--- src/rtl/stereo_route_mixer.sv ---
module stereo_route_mixer #(
  parameter int W = 16
) (
  input  logic         clk,
  input  logic         rst_n,
  input  logic         in_valid,
  input  logic [W-1:0] in_left,
  input  logic [W-1:0] in_right,
  input  logic [1:0]   route_left,
  input  logic [1:0]   route_right,
  input  logic         diff_mix,
  input  logic         hp_pin_is_detect,
  input  logic         hp_detect_async,
  output logic         out_valid,
  output logic [W-1:0] out_left,
  output logic [W-1:0] out_right
);

  logic hp_meta, hp_sync;
  logic hp_force;
  logic [1:0] eff_left;

  function automatic logic [W-1:0] route(input logic [1:0] code, input logic [W-1:0] own,
                                         input logic [W-1:0] opp, input logic dm);
    logic [W:0] sum, dif;
    sum = {own[W-1], own} + {opp[W-1], opp};
    dif = {own[W-1], own} - {opp[W-1], opp};
    case (code)
      2'b00:   route = own;
      2'b01:   route = sum[W:1];
      2'b10:   route = dm ? dif[W:1] : sum[W:1];
      default: route = opp;
    endcase
  endfunction

  always_ff @(posedge clk or negedge rst_n) begin
    if (!rst_n) begin
      hp_meta <= 1'b0;
      hp_sync <= 1'b0;
    end else begin
      hp_meta <= hp_detect_async;
      hp_sync <= hp_meta;
    end
  end

  assign hp_force = hp_pin_is_detect && hp_sync && (route_left == 2'b01 || route_left == 2'b10);
  assign eff_left = hp_force ? 2'b00 : route_left;

  always_ff @(posedge clk or negedge rst_n) begin
    if (!rst_n) begin
      out_valid <= 1'b0;
      out_left  <= '0;
      out_right <= '0;
    end else begin
      out_valid <= in_valid;
      if (in_valid) begin
        out_left  <= route(eff_left, in_left, in_right, diff_mix);
        out_right <= route(route_right, in_right, in_left, diff_mix);
      end
    end
  end

  AST_VALID_ONE_CYCLE: assert property (@(posedge clk) disable iff (!rst_n)
    in_valid |=> out_valid) else $error("valid latency");
  AST_HOLD_WHEN_IDLE: assert property (@(posedge clk) disable iff (!rst_n)
    !in_valid |=> (!out_valid && $stable(out_left) && $stable(out_right))) else $error("hold");
  AST_OWN_PASS: assert property (@(posedge clk) disable iff (!rst_n)
    (in_valid && route_right == 2'b00) |=> out_right == $past(in_right)) else $error("pass");
  AST_LEFT_SWAP: assert property (@(posedge clk) disable iff (!rst_n)
    (in_valid && route_left == 2'b11) |=> out_left == $past(in_right)) else $error("swap");
  AST_HP_OVERRIDE: assert property (@(posedge clk) disable iff (!rst_n)
    (in_valid && hp_pin_is_detect && hp_sync && route_left[0] != route_left[1])
      |=> out_left == $past(in_left)) else $error("override");
  AST_SYNC_DEPTH: assert property (@(posedge clk) disable iff (!rst_n)
    $rose(hp_meta) |-> !hp_sync) else $error("sync depth");

endmodule

--- config.mk ---
export PLATFORM = sky130hd
export DESIGN_NAME = stereo_route_mixer
export DESIGN_NICKNAME = d
export VERILOG_FILES = /design/src/rtl/stereo_route_mixer.sv
export SDC_FILE = /design/constraint.sdc
export NUM_CORES = 1
export LEC_CHECK = 0
export CORE_AREA = 8 8 114 116
export CTS_BUF_LIST = sky130_fd_sc_hd__clkbuf_2 sky130_fd_sc_hd__clkbuf_4 sky130_fd_sc_hd__clkbuf_8
export DETAILED_ROUTE_END_ITERATION = 8
export DIE_AREA = 0 0 122 124
export PLACE_DENSITY = 0.68
export SETUP_SLACK_MARGIN = 0.05
export SYNTH_ARGS = -nofsm -noshare
export SYNTH_HDL_FRONTEND = slang
export SYNTH_SLANG_ARGS = --single-unit
--- constraint.sdc ---
create_clock -name clk -period 5.1 [get_ports clk]
set_input_delay 1.02 -clock clk [delete_from_list [all_inputs] [get_ports clk]]
set_output_delay 1.02 -clock clk [all_outputs]
set_load 0.1 [all_outputs]
Yosys cells after proc, flatten, opt, wreduce, memory -nomap -nowiden
Index checks and enable logic that the tools add are counted.

word-level totals
  input port bits = 42
  register bits = 35

cells by class
  eq/ne operators = 6
  add/sub/neg operators = 3
  reductions and logical operators = 5
  mux-type cells = 5

operator list
  kind                                                                    count
  16-bit one-hot mux with 3 select lines                                  2
  16-bit by 16-bit subtractor with 17-bit output                          2
  16-bit two-way mux                                                      2
  16-bit by 16-bit adder with 17-bit output                               1
  2-bit by 1-bit equality test with 1-bit output (second input constant)  3
  2-bit equality test (second input constant)                             3
  2-bit logical NOT                                                       2
  1-bit logical AND                                                       2
  2-bit two-way mux                                                       1
  1-bit logical OR                                                        1

Depth between registers and ports, before layout
  depth in word-level cells = 6
  mapped depth = 11
  gate-level depth less buffers = 10

Worst setup path before layout
No wires, ideal clock.

  path type = input port to flip-flop
  from = input port in_left[0]
  to = register out_right[5]
  buffers on the path = 0
  stages on the path = 10
  required time = 4.974 ns
  arrival = 3.212 ns
  setup slack = 1.761 ns
  cell sequence = and2_1 fa_1 nor2b_4 o311ai_4 a21oi_2 nor2_2 xnor2_1 mux2_2 mux4_2 mux2_4

on the way
  longest elaborated chain between the ends = 3
  elaborated cells between the ends (all ways) = 4
  classes of those cells = add/sub: 2; mux: 2

RTL lines
  what                                                                                                                RTL line  RTL
  start, declared                                                                                                     7         input logic [W-1:0] in_left,
  16-bit by 16-bit adder with 17-bit output / 16-bit by 16-bit subtractor with 17-bit output (equally long branches)  26, 27
  16-bit two-way mux                                                                                                  31        2'b10: route = dm ? dif[W:1] : sum[W:1];
  16-bit one-hot mux with 3 select lines *                                                                            28        case (code)
  end signal, assigned                                                                                                58        out_right <= route(route_right, in_right, in_left, diff_mix);
  end, declared                                                                                                       16        output logic [W-1:0] out_right

Every way passes the cells marked *; elsewhere a longest branch is shown, timed or not.
A chain may end at the register's enable or synchronous reset.

Final worst setup path
  from = input port in_left[2]
  to = register out_right[14]

The elaborated chain is that of the path after synthesis.

==> run_results.csv <==
group,metric,value,unit
run_status,outcome,"complete, no violations",
floorplan,die_w,122,um
finish,stdcell_count,836,
power_and_ir_drop,p_sw_share,52.83,%
logic_synthesis,synth_compound_area_share,31.35,%
power_and_ir_drop,p_int,0.7731,mW
logic_synthesis,synthXorXnorAreaFrac,6.214,%
flow_run,drv_cap,0,
worst_setup_path,start_kind,"primary input",
logic_synthesis,synth.top_cell.area_share,17.75,%
logic_synthesis,ys_seq_area_share,17.75,%
timing,holdWs,0.3540,ns
detailed_routing,first_pass_iters,6,
timing,worst_pin_slew,1.010,ns
clocking,ctsResizeCount,0,
logic_synthesis,ys.flop_type,"dfrtp_1",
detailed_routing,antenna_left,0,
logic_synthesis,syn_area_per_cell,7.745,um2
placed_design,placed_cells,828,
timing,timing.setup.tns,0,ns
worst_setup_path,rr_worst_depth,7,
logic_synthesis,ys_ff_latch,35,
grt,track_usage,25.42,%
logic_synthesis,yosys.area.top_type,"dfrtp_1",
timing,slew_headroom,32.43,%
worst_hold_path,whs_path_depth,0,
timing,fmax,240.9,MHz
power_and_ir_drop,peakVddDrop,191.9,uV
worst_setup_path,worst_ep_arrival_time,4.35,ns
logic_synthesis,synth.area.mux_share,4.666,%
worst_setup_path,critical_path.max_fanout,12,
logic_synthesis,mappedNetlistArea,0.004933,mm2
clocking,clock_latency,0.32,ns
grt,grt_antenna_before_repair,0,
timing,fin_crit_sh,81.38,%
placed_design,dpl.hpwl,14.61,mm
timing,rsz0062_at_grt,"no",
finish,final_core_util,52.74,%
finish,syn_to_final_growth,19.45,%
logic_synthesis,synthArstFlopShare,100.0,%
placed_design,port_buffers,74,
logic_synthesis,synth_top_family_by_area,"compound AO/OA/AOI/OAI gates",
worst_setup_path,worstPathRequired,5.30,ns
grt,overflow,0,
clocking,cts_root_buf,"clkbuf_8",
finish,fin_area,0.005893,mm2
logic_synthesis,synthCells,637,
placed_design,place_area,0.005781,mm2
timing,finClkSkew,0.01095,ns
floorplan,die_y,124,um
clocking,clk_path_buf_depth,2,
detailed_routing,drt_iter0_drc,611,
floorplan,num_rows,39,
logic_synthesis,synth_warnings,0,
worst_setup_path,max_stage_delay,0.56,ns
placed_design,place_ws,0.6336,ns
timing,post-route-min-period,4.150,ns
timing,slew_violations,0,
worst_setup_path,worst-setup-path-type,"primary input to register",
power_and_ir_drop,switchingPower,0.8659,mW
clocking,cts_setup_buffers,0,
floorplan,dieArea,0.01513,mm2
logic_synthesis,syn_nets,733,
finish,diodes,0,
power_and_ir_drop,power_frac_seq,21.5,%
grt,grt_pass1_vias,5363,
clocking,cts_buffers,5,
power_and_ir_drop,power_density,278.1,mW/mm2
floorplan,core_area,0.01117,mm2
floorplan,io_pins,75,
clocking,hold_buffers,0,
timing,setup_slack,0.9497,ns
floorplan,initial_core_util,44.15,%
logic_synthesis,synth_area_leaders,"dfrtp_1 (18%), ha_1 (13%), a21oi_1 (6.6%), xnor2_1 (5.3%), inv_1 (4.1%)",
worst_hold_path,hold_class,"register to register",
logic_synthesis,yosysUniqueCellTypes,79,
timing,final-setup-viol-count,0,
worst_setup_path,slowest_stage,"clkdlybuf4s50_1",
logic_synthesis,synth-edff-count,0,
finish,final_layout_size_suffix_gt1_share,7.504,%
detailed_routing,vias,5364,
clocking,clkTransAtPathRegs,0.09,ns
worst_setup_path,cp-end-kind,"register",
clocking,clkSinkCount,35,
grt,grt_max_degree,36,
power_and_ir_drop,p_leak,2.492,nW
detailed_routing,routed_wl,19.22,mm
logic_synthesis,synthSimpleGateAreaFrac,18.29,%
logic_synthesis,synthAdderAreaFrac,14.15,%
detailed_routing,wl_per_cell,22.99,um
finish,final_nets,788,
detailed_routing,avgViaCountPerCell,6.416,
power_and_ir_drop,combPwrFrac,61.5,%
clocking,cts-htree-levels,2,
detailed_routing,drcViolationCount,0,
grt,grt_pass1_wl,29.97,mm
clocking,cts_tree,"done",
power_and_ir_drop,total_power,1.639,mW
timing,finalHoldViolCount,0,
power_and_ir_drop,power_frac_clock,17.0,%
worst_setup_path,crit_chain,"clkdlybuf4s50_1 -> inv_1 -> ha_1 -> and4bb_1 -> o31a_1 -> o32ai_2 -> or2_1 -> and2b_4 -> o221ai_2 -> mux2i_1 -> or3_1",
placed_design,gp_congestion,0.9803,
[critical path, delay by kind of cell]
kind,cells,cell delay (ns)
AND/OR/NAND/NOR,4,1.05
AO/OA/AOI/OAI,3,0.93
buffers and inverters,2,0.63
multiplexers,1,0.15
adder cells (fa/ha/maj),1,0.56
[power by group through the flow]
| stage | Combinational, mW | Clock [mW] | Sequential (mW) |
|---|---|---|---|
| 2_1_floorplan | 0.398 | 0 | 0.669 |
| 3_3_place_gp | 0.994 | 0 | 0.357 |
| 3_5_place_dp | 0.995 | 0 | 0.359 |
| 4_1_cts | 0.998 | 0.285 | 0.354 |
| 5_1_grt | 1.06 | 0.295 | 0.358 |
| 6_report | 1.01 | 0.278 | 0.353 |
[cell usage after synthesis, types with 3 or more instances]
library cell  count
a2111oi_0         4
a211oi_1         10
a21o_1           14
a21oi_1          65
a221o_1           8
a221oi_1         16
a311oi_1          3
a31oi_1           7
and2_1            4
buf_1             3
buf_2             5
clkbuf_1         30
dfrtp_1          35
fa_1              3
ha_1             51
inv_1            54
mux2_2            4
mux2i_1           8
mux4_2            4
nand2_1          43
nand2b_1         11
nand3_1          19
nand4_1           5
nor2_1           50
nor2b_1           6
nor3_1            9
nor3b_1           3
o211ai_1          6
o21ai_0          39
o21bai_1          4
o221ai_1          5
o22ai_1           4
o31a_1            3
o31ai_1           5
or2_2             3
or3_1             8
xnor2_1          30
xor2_1            5
[layer usage]
metal,global-route usage [%],vias to the layer above,share of wire (%)
met5,0,-,0
met4,13.11,0,4.4
met3,5.576,58,9.2
met2,40.66,298,45
met1,31.63,2583,41
li1,-,2425,-
[placed cells by master (no fill, tap or decap), types with 5 or more instances in the layout]
cell	Yosys	layout
a21o_1	14	14
o211ai_1	6	6
clkdlybuf4s50_1	0	72
inv_1	54	54
clkbuf_8	0	5
a221oi_1	16	16
nand2_1	43	43
a21oi_1	65	65
nor2b_1	6	6
o221ai_1	5	5
a221o_1	8	8
buf_4	0	14
or3_1	8	8
a211oi_1	10	10
o21ai_0	39	39
dfrtp_1	35	35
mux2i_1	8	8
xnor2_1	30	30
o31ai_1	5	5
nand3_1	19	19
a31oi_1	7	7
nand4_1	5	5
nand2b_1	11	11
nor3_1	9	9
xor2_1	5	5
nor2_1	50	50
ha_1	51	51
[cell families after synthesis]
logic type | after synthesis
buffers and inverters | 94
DFF | 35
muxes | 17
adders and majority gates | 54
and+or+nand+nor | 180
AOI/OAI and AO/OA | 222
xor gates and xnor gates | 35
[path summary, 6_finish.rpt]
path                                    from                   endpoint  slack, ns
min                        hp_meta$_DFF_PN0_          hp_sync$_DFF_PN0_       0.35
max                               in_left[2]  out_right[14]$_DFFE_PN0P_       0.95
max reg2reg                hp_sync$_DFF_PN0_   out_left[14]$_DFFE_PN0P_       2.97
min reg2reg                hp_meta$_DFF_PN0_          hp_sync$_DFF_PN0_       0.35
max in group asynchronous              rst_n    out_left[9]$_DFFE_PN0P_       3.68
min in group asynchronous              rst_n   out_left[14]$_DFFE_PN0P_       0.83
[sequential cells by signal (all words and copies together) (netlist names)]
signal	flops
hp_meta	1
hp_sync	1
out_left	16
out_right	16
out_valid	1
[final cells by class]
cell class              instances  area (um2)
clock buffers                   5       68.82
clock inverters                 3       43.79
repair buffers                 88       835.8
well taps                     143       178.9
fillers                      1119        5281
inverters                      54       202.7
multi-input cells             508        3687
flip-flops and latches         35       875.8
No activity file was read; power rests on OpenSTA's default activity.
